[config.mk]
export PLATFORM = sky130hd
export DESIGN_NAME = sync_freq_meter
export DESIGN_NICKNAME = d
export VERILOG_FILES = /design/src/rtl/sfm_pkg.sv /design/src/rtl/sfm_sync_edge.sv /design/src/rtl/sfm_tick_gen.sv /design/src/rtl/sfm_period_ctr.sv /design/src/rtl/sfm_channel.sv /design/src/rtl/sync_freq_meter.sv
export SDC_FILE = /design/constraint.sdc
export NUM_CORES = 1
export LEC_CHECK = 0
export BUFFER_PORTS_ARGS = -buffer_cell sky130_fd_sc_hd__buf_2
export CAP_MARGIN = 20
export CORE_ASPECT_RATIO = 1.4
export CORE_UTILIZATION = 54
export CTS_CLUSTER_SIZE = 30
export DETAILED_ROUTE_END_ITERATION = 7
export PLACE_DENSITY = 0.76
export SLEW_MARGIN = 15
export SYNTH_ARGS = -nofsm -noshare
export SYNTH_HDL_FRONTEND = slang
export SYNTH_HIERARCHICAL = 1
export SYNTH_SLANG_ARGS = --single-unit
[constraint.sdc]
create_clock -name clk -period 2.5 [get_ports clk]
set_input_delay 0.25 -clock clk [delete_from_list [all_inputs] [get_ports clk]]
set_output_delay 0.25 -clock clk [all_outputs]
set_load 0.01 [all_outputs]
[src/rtl/sfm_pkg.sv]
package sfm_pkg;

    // Measurement phase of one channel: waiting for the first boundary, or timing a period.
    typedef enum logic {
        PH_SEEK    = 1'b0,
        PH_MEASURE = 1'b1
    } phase_e;

    // Per-cycle events that a channel hands to its period counter.
    typedef struct packed {
        logic tick;   // time-base tick
        logic bound;  // period boundary (qualified sync edge)
    } chan_evt_t;

    // Width of the fractional accumulator for a NUM/DEN tick rate.
    function automatic int unsigned acc_bits(input int unsigned num, input int unsigned den);
        return $clog2(num + den + 1);
    endfunction

    // Width of the edge-group counter for a given line count.
    function automatic int unsigned grp_bits(input int unsigned lines);
        return (lines < 2) ? 1 : $clog2(lines);
    endfunction

endpackage

[src/rtl/sfm_sync_edge.sv]
module sfm_sync_edge #(
    parameter int unsigned STAGES = 2
) (
    input  logic clk,
    input  logic rst,
    input  logic din,
    output logic lead
);
    // STAGES synchroniser flops followed by one history flop for edge detection.
    logic [STAGES:0] pipe;

    for (genvar i = 0; i <= STAGES; i++) begin : g_stage
        if (i == 0) begin : g_first
            always_ff @(posedge clk) begin
                if (rst) pipe[0] <= 1'b0;
                else     pipe[0] <= din;
            end
        end else begin : g_next
            always_ff @(posedge clk) begin
                if (rst) pipe[i] <= 1'b0;
                else     pipe[i] <= pipe[i-1];
            end
        end
    end

    // Rising edge of the synchronised level.
    assign lead = pipe[STAGES-1] & ~pipe[STAGES];

endmodule

[src/rtl/sfm_tick_gen.sv]
module sfm_tick_gen import sfm_pkg::*; #(
    parameter int unsigned NUM = 2,
    parameter int unsigned DEN = 3
) (
    input  logic clk,
    input  logic rst,
    output logic tick
);
    localparam int unsigned AW = acc_bits(NUM, DEN);

    if (NUM >= DEN) begin : g_every
        // Rate of one or more: tick on every clock.
        assign tick = 1'b1;
    end else begin : g_frac
        logic [AW-1:0] acc;
        logic [AW-1:0] sum;
        logic          wrap;

        assign sum  = acc + AW'(NUM);
        assign wrap = (sum >= AW'(DEN));
        assign tick = wrap;

        always_ff @(posedge clk) begin
            if (rst)       acc <= '0;
            else if (wrap) acc <= sum - AW'(DEN);
            else           acc <= sum;
        end
    end

endmodule

[src/rtl/sfm_period_ctr.sv]
module sfm_period_ctr import sfm_pkg::*; #(
    parameter int unsigned W = 14
) (
    input  logic         clk,
    input  logic         rst,
    input  chan_evt_t    evt,
    output logic [W-1:0] value,
    output logic         valid
);
    localparam logic [W-1:0] ALL1 = {W{1'b1}};
    localparam logic [W-1:0] TOP  = ALL1 - W'(1);

    phase_e       phase;
    logic [W-1:0] cnt;
    logic         ovf;
    logic         last_tick;
    logic         close_sat;

    // The tick that would bring the count to all ones.
    assign last_tick = evt.tick && !ovf && (cnt == TOP);
    // A period closing now is out of range.
    assign close_sat = ovf || last_tick;

    always_ff @(posedge clk) begin
        if (rst) begin
            phase <= PH_SEEK;
            cnt   <= '0;
            ovf   <= 1'b0;
            value <= '0;
            valid <= 1'b0;
        end else if (evt.bound) begin
            cnt   <= '0;
            ovf   <= 1'b0;
            phase <= PH_MEASURE;
            if (phase == PH_MEASURE) begin
                if (close_sat) begin
                    value <= ALL1;
                    valid <= 1'b0;
                end else begin
                    value <= cnt + W'(evt.tick);
                    valid <= 1'b1;
                end
            end
        end else if (last_tick) begin
            cnt   <= ALL1;
            ovf   <= 1'b1;
            value <= ALL1;
            valid <= 1'b0;
        end else if (evt.tick && !ovf) begin
            cnt <= cnt + W'(1);
        end
    end

endmodule

[src/rtl/sfm_channel.sv]
module sfm_channel import sfm_pkg::*; #(
    parameter int unsigned W      = 14,
    parameter int unsigned LINES  = 16,
    parameter int unsigned NUM    = 2,
    parameter int unsigned DEN    = 3,
    parameter int unsigned STAGES = 2
) (
    input  logic         clk,
    input  logic         rst,
    input  logic         sync_in,
    output logic [W-1:0] value,
    output logic         valid,
    output chan_evt_t    evt
);
    localparam int unsigned GW = grp_bits(LINES);

    logic lead;
    logic tick;
    logic bound;

    sfm_sync_edge #(.STAGES(STAGES)) u_sync (
        .clk  (clk),
        .rst  (rst),
        .din  (sync_in),
        .lead (lead)
    );

    sfm_tick_gen #(.NUM(NUM), .DEN(DEN)) u_tick (
        .clk  (clk),
        .rst  (rst),
        .tick (tick)
    );

    // Group LINES edges into one measurement period; the first edge after reset is a boundary.
    if (LINES < 2) begin : g_single
        assign bound = lead;
    end else begin : g_group
        logic [GW-1:0] ecnt;
        assign bound = lead && (ecnt == '0);
        always_ff @(posedge clk) begin
            if (rst)
                ecnt <= '0;
            else if (lead)
                ecnt <= (ecnt == GW'(LINES - 1)) ? '0 : ecnt + GW'(1);
        end
    end

    assign evt.tick  = tick;
    assign evt.bound = bound;

    sfm_period_ctr #(.W(W)) u_ctr (
        .clk   (clk),
        .rst   (rst),
        .evt   (evt),
        .value (value),
        .valid (valid)
    );

endmodule

[src/rtl/sync_freq_meter.sv]
module sync_freq_meter import sfm_pkg::*; #(
    parameter int unsigned H_WIDTH     = 14,
    parameter int unsigned V_WIDTH     = 12,
    parameter int unsigned H_LINES     = 16,
    parameter int unsigned H_NUM       = 2,
    parameter int unsigned H_DEN       = 3,
    parameter int unsigned V_NUM       = 1,
    parameter int unsigned V_DEN       = 192,
    parameter int unsigned SYNC_STAGES = 2
) (
    input  logic               clk,
    input  logic               rst,
    input  logic               hsync_in,
    input  logic               vsync_in,
    output logic [H_WIDTH-1:0] h_period,
    output logic               h_valid,
    output logic [V_WIDTH-1:0] v_period,
    output logic               v_valid
);
    chan_evt_t h_evt;
    chan_evt_t v_evt;
    logic      h_bound;
    logic      h_tick;
    logic      v_bound;
    logic      v_tick;

    sfm_channel #(
        .W(H_WIDTH), .LINES(H_LINES), .NUM(H_NUM), .DEN(H_DEN), .STAGES(SYNC_STAGES)
    ) u_hchan (
        .clk     (clk),
        .rst     (rst),
        .sync_in (hsync_in),
        .value   (h_period),
        .valid   (h_valid),
        .evt     (h_evt)
    );

    sfm_channel #(
        .W(V_WIDTH), .LINES(1), .NUM(V_NUM), .DEN(V_DEN), .STAGES(SYNC_STAGES)
    ) u_vchan (
        .clk     (clk),
        .rst     (rst),
        .sync_in (vsync_in),
        .value   (v_period),
        .valid   (v_valid),
        .evt     (v_evt)
    );

    assign h_bound = h_evt.bound;
    assign h_tick  = h_evt.tick;
    assign v_bound = v_evt.bound;
    assign v_tick  = v_evt.tick;

endmodule

After elaboration in Yosys (flattened, before gate mapping)
Cells that the tools add are included.

operators by class
  $add $sub $neg = 9
  $lt $le $gt $ge = 2
  equality and inequality tests = 5
  multiplexer cells = 23
  bitwise gates (word level) = 4
  reductions and logical operators = 18

operators with widths
  operator                                                                             number
  14-bit 2-to-1 mux                                                                    6
  12-bit 2-to-1 mux                                                                    6
  14-bit by 1-bit adder with 14-bit output                                             1
  14-bit by 1-bit adder with 14-bit output, second input constant                      1
  14-bit == test, second input constant                                                1
  12-bit by 1-bit adder with 12-bit output                                             1
  12-bit by 1-bit adder with 12-bit output, second input constant                      1
  12-bit == test, second input constant                                                1
  8-bit by 1-bit adder with 8-bit output, second input constant                        1
  8-bit greater-or-equal comparator, second input constant                             1
  1-bit 2-to-1 mux                                                                     8
  8-bit 2-to-1 mux                                                                     1
  2-bit nonzero test                                                                   4
  8-bit subtractor, second input constant                                              1
  1-bit logical AND                                                                    5
  4-bit by 1-bit adder with 4-bit output, second input constant                        1
  4-bit == test, second input constant                                                 1
  4-bit logical NOT                                                                    1
  4-bit 2-to-1 mux                                                                     1
  2-bit AND reduction                                                                  2
  2-bit OR reduction                                                                   2
  3-bit by 2-bit adder with 3-bit output, second input constant                        1
  3-bit by 2-bit greater-or-equal comparator with 1-bit output, second input constant  1
  3-bit 2-to-1 mux                                                                     1
  other kinds (7)                                                                      11

word-level totals
  register bits = 79
  output and inout bits = 28

Logic depth before layout (Yosys ltp)
Gate-level depths: netlist (run 1).

  depth after elaboration = 8
  depth in mapped cells = 12
  depth with buffers taken out = 12

Modules after synthesis
The synthesis (run 1) kept the hierarchy.

modules (own cells, without submodules)
  module                          instances  cells each  area each (um^2)
  sfm_period_ctr (u_hchan.u_ctr)  1          178         1716.6
  sfm_period_ctr (u_vchan.u_ctr)  1          148         1318.8
  sfm_tick_gen (u_vchan.u_tick)   1          44          382.9
  sfm_channel (u_hchan)           1          25          216.5
  sfm_sync_edge                   2          7           87.6
  sfm_tick_gen (u_hchan.u_tick)   1          18          171.4
  sfm_channel (u_vchan)           1          2           15.0

Least setup slack after synthesis (run 1)
No wires, ideal clock.

  path type = reg2reg
  start point = register u_hchan.u_tick.g_frac.acc[1]
  end point = register u_hchan.u_ctr.value[10]
  library setup time = 95 ps
  arrival time = 2402 ps
  data required time = 2405 ps
  slack = 3 ps
  stages on the path, launching flop included = 13
  buffers on the path = 0
  clock period less this slack = 2497 ps
  path through = dfxtp_1 > inv_1 > ha_1 > inv_1 > ha_1 > a211oi_1 > inv_1 > ha_1 > ha_1 > nand3_1 > nor3_1 > xnor2_1 > a221oi_1

on the way
  word-level cells in the longest chain between the ends = 8

RTL lines
  element                                                                           RTL line              source
  from (decl)                                                                       sfm_tick_gen.sv:15    logic [AW-1:0] acc;
  from (signal assigned)                                                            sfm_tick_gen.sv:25    else if (wrap) acc <= sum - AW'(DEN);
  from (signal assigned)                                                            sfm_tick_gen.sv:26    else acc <= sum;
  3-bit by 2-bit adder with 3-bit output (*)                                        sfm_tick_gen.sv:19    assign sum = acc + AW'(NUM);
  3-bit by 2-bit greater-or-equal comparator with 1-bit output (*)                  sfm_tick_gen.sv:20    assign wrap = (sum >= AW'(DEN));
  net u_hchan.tick                                                                  sfm_channel.sv:18     logic tick;
  branches (longest 6 deep; another with 14-bit by 1-bit adder with 14-bit output)  -
  to (signal assigned)                                                              sfm_period_ctr.sv:40  value <= cnt + W'(evt.tick);
  to (decl)                                                                         sfm_period_ctr.sv:7   output logic [W-1:0] value,

Mark *: on every way through the listed nets, which the timed path passes. The select of a mux whose other input is x is not followed.
A chain may end at the register's enable or synchronous reset.

Final worst setup path (run 1)
  start point = register u_hchan.u_tick.g_frac.acc[1]
  end point = register u_hchan.u_ctr.value[8]

The elaborated chain is that of the path after synthesis.

==> summary.txt, run 1 <==
Global routing
  – Remaining Overflow, GRT: 0
  – GRT Total Usage: 21.9%
  – First-pass GRT wire length: 13000 um
  – Largest net degree at the start of global routing: 35
  – Vias in the first global route: 2944
  – Initial antenna violation count: 0

Layout
  – Layout Utilization: 64.1%
  – Area growth, synth to finish: 13.5%
  – FILL cells: 610
  – Final nets: ~480
  – Diode count: 0
  – Layout cell share with drive strength beyond 1: a little under a quarter
  – Finished Cell Area: 4500 sq um

Power and ir drop
  – Sequential Power Share: 48.2%
  – Pwr Density: ~630 nW/um^2
  – VDD IR-drop max: around 0.4 mV
  – Switching part of the total: 28.6%
  – Internal power: between 2 and 2.5 mW
  – Clock Power Share: 32.5%
  – Combinational share of power: 19.3%
  – Lkg Pwr: between 1.5 and 2 nW
  – Switching power: 0.812 mW

Clock tree
  – Worst skew pair latency: 360 ps
  – Clock-pin transition on the worst setup and hold timing paths: roughly 80 ps
  – Num CTS Buffers: 9
  – # clock sinks: 79
  – H-tree depth: 3
  – Max clock buf depth: 2
  – Root Buffer: clkbuf_8
  – CTS tree: yes

Detailed routing
  – Router iterations before antenna repair: 4
  – Vias per cell: 5.58
  – Routed len/inst: 13.6 um
  – Routed Wire Length: about 7700 um
  – Via Count: 3144
  – DR DRC count: 0
  – First DRT Iteration DRCs: 163
  – DRT antenna net count: 0

Floorplanning
  – Core Footprint: ~7000 sq um
  – Initial Utilization: 56.4%
  – IO Pins: 32
  – Row count: 36
  – Die Width: 74.4 um
  – Die ar.: approximately 7700 sq um
  – Die H: around 100 um

Critical path
  – CP endpoint kind: flip-flop
  – CP dominant cell by count: ha_1
  – Crit-path slowest cell: dfxtp_1
  – Crit-path cells: inv_1 > ha_1 > inv_1 > ha_1 > a211oi_2 > inv_1 > ha_1 > ha_1 > nand3_2 > nor2_1 > xnor2_1 > a221oi_1
  – CP required: 2770 ps
  – Critical path arrival: 2600 ps
  – Max FO, Critical Path: 5
  – Setup CP Type: reg2reg
  – CP max stage delay: roughly 330 ps
  – WP buf/inv: 3
  – CP delay by family, top: adder cells
  – Critical path launch point type: flip-flop

STA
  – Fmax: approximately 430 MHz
  – Worst Tran Pin Value: 573 ps
  – Max transition margin: 61.8%
  – Final setup TNS: 0 ps
  – Clk_skew: 6.07 ps
  – Fin crit period: 2340 ps
  – Fin. Hold Viols: 0
  – Final setup fails: 0
  – Worst hold slack: 99.4 ps
  – Period utilization: between 90 and 100%
  – Final Max Slew Viols: 0
  – RSZ-0062 raised after global routing: yes

Placed design
  – Port Buffers: 31
  – Post-DP HPWL: 5460 um
  – Gpl congestion: around 0.85
  – Dpl cell area: 4220 sq um

Logic synthesis
  – Mapped Cells: 425
  – Syn Nets: 444
  – Post-synthesis cell area: 3970 sq um
  – Synth warn: 6
  – Synth Area per Inst: 9.33 sq um

Run
  – Max cap viols: 0

Outcome
  – Outcome: finished clean

Worst hold path
  – Hold crit path type: in2reg
[worst register-to-register path: stages (launching register included)]
cell,delay [ps]
dfxtp_1,330
inv_1,60
ha_1,300
inv_1,50
ha_1,220
a211oi_2,180
inv_1,100
ha_1,220
ha_1,220
nand3_2,140
nor2_1,70
xnor2_1,120
a221oi_1,240
[cell usage in the layout, fill, tap and decap left out, types with 3 or more instances in the layout]
| cell | n |
|---|---|
| nor3_1 | 25 |
| or3_1 | 4 |
| nand4_1 | 7 |
| a31oi_1 | 6 |
| buf_2 | 31 |
| dfxtp_1 | 77 |
| xor2_1 | 11 |
| nor4_2 | 3 |
| nand3_1 | 9 |
| buf_4 | 17 |
| clkbuf_8 | 9 |
| o21ai_0 | 11 |
| a21oi_1 | 23 |
| ha_1 | 14 |
| nor3b_1 | 4 |
| clkinvlp_4 | 3 |
| nor2b_1 | 9 |
| nor4_1 | 7 |
| nand2_1 | 20 |
| inv_1 | 32 |
| nand4_2 | 3 |
| a221oi_1 | 3 |
| a221oi_2 | 11 |
| xnor2_1 | 31 |
| or2_2 | 3 |
| a211oi_1 | 11 |
| nor2_1 | 31 |
[power groups by stage]
stage / clock [mW] / combinational, mW / sequential [mW]
final: 0.924 / 0.548 / 1.37
after global routing: 1.01 / 0.610 / 1.38
after CTS: 0.955 / 0.526 / 1.37
after detailed placement: 0 / 0.472 / 1.40
after global placement: 0 / 0.452 / 1.39
after floorplan: 0 / 0.336 / 1.38
[layout make-up]
class	instances	area, sq um	share of cell area [%]
Clock buffer	11	131	2.92
Clock inverter	5	58.8	1.31
Sequential cell	79	1580	35.2
Inverter	33	128	2.83
Multi-Input combinational cell	291	2180	48.4
Tap cell	95	119	2.64
Timing Repair Buffer	49	303	6.72
[state kept, by name, summed over array words and instances, names as in the netlist, 3 cells and up]
name and cells:
u_hchan/g_group.ecnt 4, u_vchan/u_ctr/value 12, u_vchan/u_ctr/cnt 12, u_hchan/u_ctr/value 14
u_hchan/u_tick/g_frac.acc 3, u_vchan/u_tick/g_frac.acc 8, u_hchan/u_sync/pipe 3, u_hchan/u_ctr/cnt 14
u_vchan/u_sync/pipe 3
[metrics by stage]
stage / setup WS, ps / total power [mW] / cells
after floorplan: 18.9 / 1.72 / 425
after global placement: 28.8 / 1.84 / 544
after detailed placement: -46.5 / 1.87 / 544
after CTS: 7.99 / 2.85 / 562
after global routing: -45.8 / 3.00 / 563
final: 164 / 2.84 / 563
[routing by layer]
layer	track usage, %	vias to the layer above	wire length [um]
met5	0	-	0
met4	12.6	0	289
met3	4.36	22	274
met2	39.1	75	3920
met1	23.5	1458	3180
li1	-	1589	-
[path summary, 6_finish.rpt]
check	start	cells past startpoint	slack, ps	end
worst max-delay path	u_hchan/u_tick/g_frac.acc[1]	12	160	u_hchan/u_ctr/value[8]
worst min-delay path	hsync_in	2	100	u_hchan/u_sync/pipe[0]
worst max register to register	u_hchan/u_tick/g_frac.acc[1]	12	160	u_hchan/u_ctr/value[8]
worst min register to register	u_hchan/u_sync/pipe[0]	1	440	u_hchan/u_sync/pipe[1]
[timing repair]
| action | in CTS | in global routing |
|---|---|---|
| endpoints found under the setup margin | 11 | 21 |
| buffers inserted | 2 | 1 |
| resized for setup | 2 | 12 |
| hold buffers | 0 | 0 |
(Power assumes the default switching activity.)
==> inputs of run 2 (changes only) <==
GPL_TIMING_DRIVEN = 0   (was not set)
REMOVE_ABC_BUFFERS = 1   (was not set)
==> run 2 against run 1 <==
Compared with the run above:
- global-route usage decreased by 0.59 points
- die area unchanged
- count of clock-buffer cells in the layout decreased by 1
- first-iteration DRC count decreased by 8.0%
- sequential share of layout area decreased by 0.23 points
- flip-flop and latch count unchanged
- largest cell class unchanged
- clock skew increased by 4.6 ps
- worst hold slack improved by 7.6 ps
- clock power increased by 14%
==> summary.txt, run 2 (same netlist as run 1, synthesis figures left out) <==
STA
  – Final setup TNS: 0 ps
  – Setup slack after layout: ~110 ps
  – Clk_skew: 10.7 ps
  – Fin. Hold Viols: 0
  – Fmax: roughly 420 MHz
  – Period utilization: a little over nine tenths
  – Final setup fails: 0
  – Final Max Slew Viols: 0
  – Fin crit period: 2390 ps
  – Max transition margin: 49.6%
  – Worst Tran Pin Value: 755 ps
  – Worst hold slack: 107 ps

Floorplanning
  – IO Pins: 32
  – Core Footprint: 7030 sq um
  – Die Width: 74.4 um
  – Die ar.: about 7700 sq um
  – Initial Utilization: 56.4%
  – Row count: 36
  – Die H: a little over 100 um

Critical path
  – WP buf/inv: 0
  – CP endpoint kind: flip-flop
  – Reg2Reg Launch Point: u_vchan/u_tick/g_frac.acc[1]
  – Crit-path slowest cell: dfxtp_1
  – CP required: 2780 ps
  – Critical path arrival: about 2700 ps
  – CP max stage delay: 370 ps
  – Setup CP Type: reg2reg
  – Crit-path cells: ha_2 > nand3_2 > nor2_2 > xor2_1 > ha_2 > ha_1 > ha_2 > nand3_4 > nor3_2 > xnor2_1 > a211oi_1
  – CP dominant cell by count: ha_2
  – Critical path launch point type: flip-flop
  – FF-to-FF path depth: 11
  – CP delay by family, top: adder cells
  – Max FO, Critical Path: 4
  – Worst reg2reg endpoint: u_vchan/u_ctr/value[10]
  – Reg2reg setup slack: 110 ps

Global routing
  – Vias in the first global route: 2888
  – First-pass GRT wire length: 12700 um
  – Largest net degree at the start of global routing: 59
  – GRT Total Usage: 21.3%
  – Initial antenna violation count: 0
  – Remaining Overflow, GRT: 0

Worst hold path
  – Hold crit path type: in2reg
  – Hold path startpoint: vsync_in
  – Hold Path End: u_vchan/u_sync/pipe[0]
  – Worst hold path depth: 2

Layout
  – Biggest regs: u_hchan/u_ctr/cnt (14), u_hchan/u_ctr/value (14)
  – Layout Cells excl Fill: about 550
  – Layout cell share with drive strength beyond 1: 24.5%
  – Final nets: 472
  – Diode count: 0
  – Area growth, synth to finish: 14.4%
  – Leading cell types in the layout, fill and taps excluded: dfxtp_1, inv_1, buf_2, xnor2_1, nor2_1
  – Commonest non-fill, non-tap cell in the layout: dfxtp_1

Detailed routing
  – First DRT Iteration DRCs: 150
  – DRT antenna net count: 0
  – DR DRC count: 0
  – Routed Wire Length: 7800 um
  – Via Count: approximately 3100
  – Router iterations before antenna repair: 5
  – Routed len/inst: between 10 and 15 um
  – Vias per cell: 5.68

Power and ir drop
  – Lkg Pwr: 1.65 nW
  – Pwr Density: 640 nW/um^2
  – Power Total: 2.91 mW
  – VDD IR-drop max: 0.745 mV

Placed design
  – Post-DP HPWL: 5220 um
  – Pre-CTS WS: -482 ps
  – Port Buffers: 31
  – Gpl congestion: ~0.84
  – Post-placement cell count: 530

Outcome
  – Outcome: finished clean

Clock tree
  – Max clock buf depth: 2
  – Num CTS Buffers: 9
  – # clock sinks: 79
  – H-tree depth: 3
  – Clock-pin transition on the worst setup and hold timing paths: 90 ps
  – Worst skew pair latency: 360 ps
  – Cts hold-fix bufs: 0
  – CTS tree: yes
  – Root Buffer: clkbuf_8

Run
  – Max cap viols: 0
-- run 2: cell count changes in the layout (fill, tap and decap cells not counted), moves of 3 or more --
cell / change
ha_2: +4
nor2_2: +3
ha_1: -5
buf_4: -12
nor2_1: -3
clkinvlp_4: -3
-- run 2: area by class of cell --
| class | count | area (sq um) |
|---|---|---|
| timing repair buffer | 39 | 244 |
| fill | 605 | 2490 |
| tap | 95 | 119 |
| clock buffer | 10 | 138 |
| multi-input combinational | 291 | 2240 |
| sequential | 79 | 1590 |
| clock inverter | 6 | 83.8 |
| inverter | 33 | 124 |
-- run 2: worst max-delay path by stage --
stage                                 startpoint                       to  slack (ps)  depth (start not counted)
floorplan           u_vchan/u_tick/g_frac.acc[0]      u_vchan/u_ctr/valid        -300                          9
global placement    u_vchan/u_tick/g_frac.acc[0]      u_vchan/u_ctr/valid        -940                          9
detailed placement  u_hchan/u_tick/g_frac.acc[1]  u_hchan/u_ctr/value[10]        -480                         10
CTS                 u_vchan/u_tick/g_frac.acc[0]   u_vchan/u_ctr/value[6]           6                         11
global route        u_vchan/u_tick/g_frac.acc[1]  u_vchan/u_ctr/value[10]         -70                         11
finish              u_vchan/u_tick/g_frac.acc[1]  u_vchan/u_ctr/value[10]         110                         11
-- run 2: stage by stage --
step | utilization [%] | instance area, sq um
final | 64.6 | 4540
after global routing | 64.6 | 4540
after CTS | 62.9 | 4420
after detailed placement | 58.4 | 4100
after global placement | 58.2 | 4090
after floorplan | - | 3820
-- run 2: repair_timing --
| action | 4_1_cts | 5_1_grt |
|---|---|---|
| endpoints found under the setup margin | 29 | 28 |
| pin swaps | 3 | 6 |
| buffers inserted | 4 | 2 |
| gates resized for setup | 9 | 22 |
-- run 2: power by group --
part	internal (mW)	switching, mW	leakage (nW)	total, mW
Combinational	0.214	0.272	0.892	0.486
Clock	0.586	0.463	0.116	1.05
Sequential	1.31	0.0589	0.641	1.37
-- run 2: metal layers --
layer	GRT usage, %	wire length [um]	vias to the layer above
met4	8.85	76	0
met1	23.7	3340	1498
met3	4.75	259	6
li1	-	-	1571
met5	0	0	-
met2	38.5	4130	67
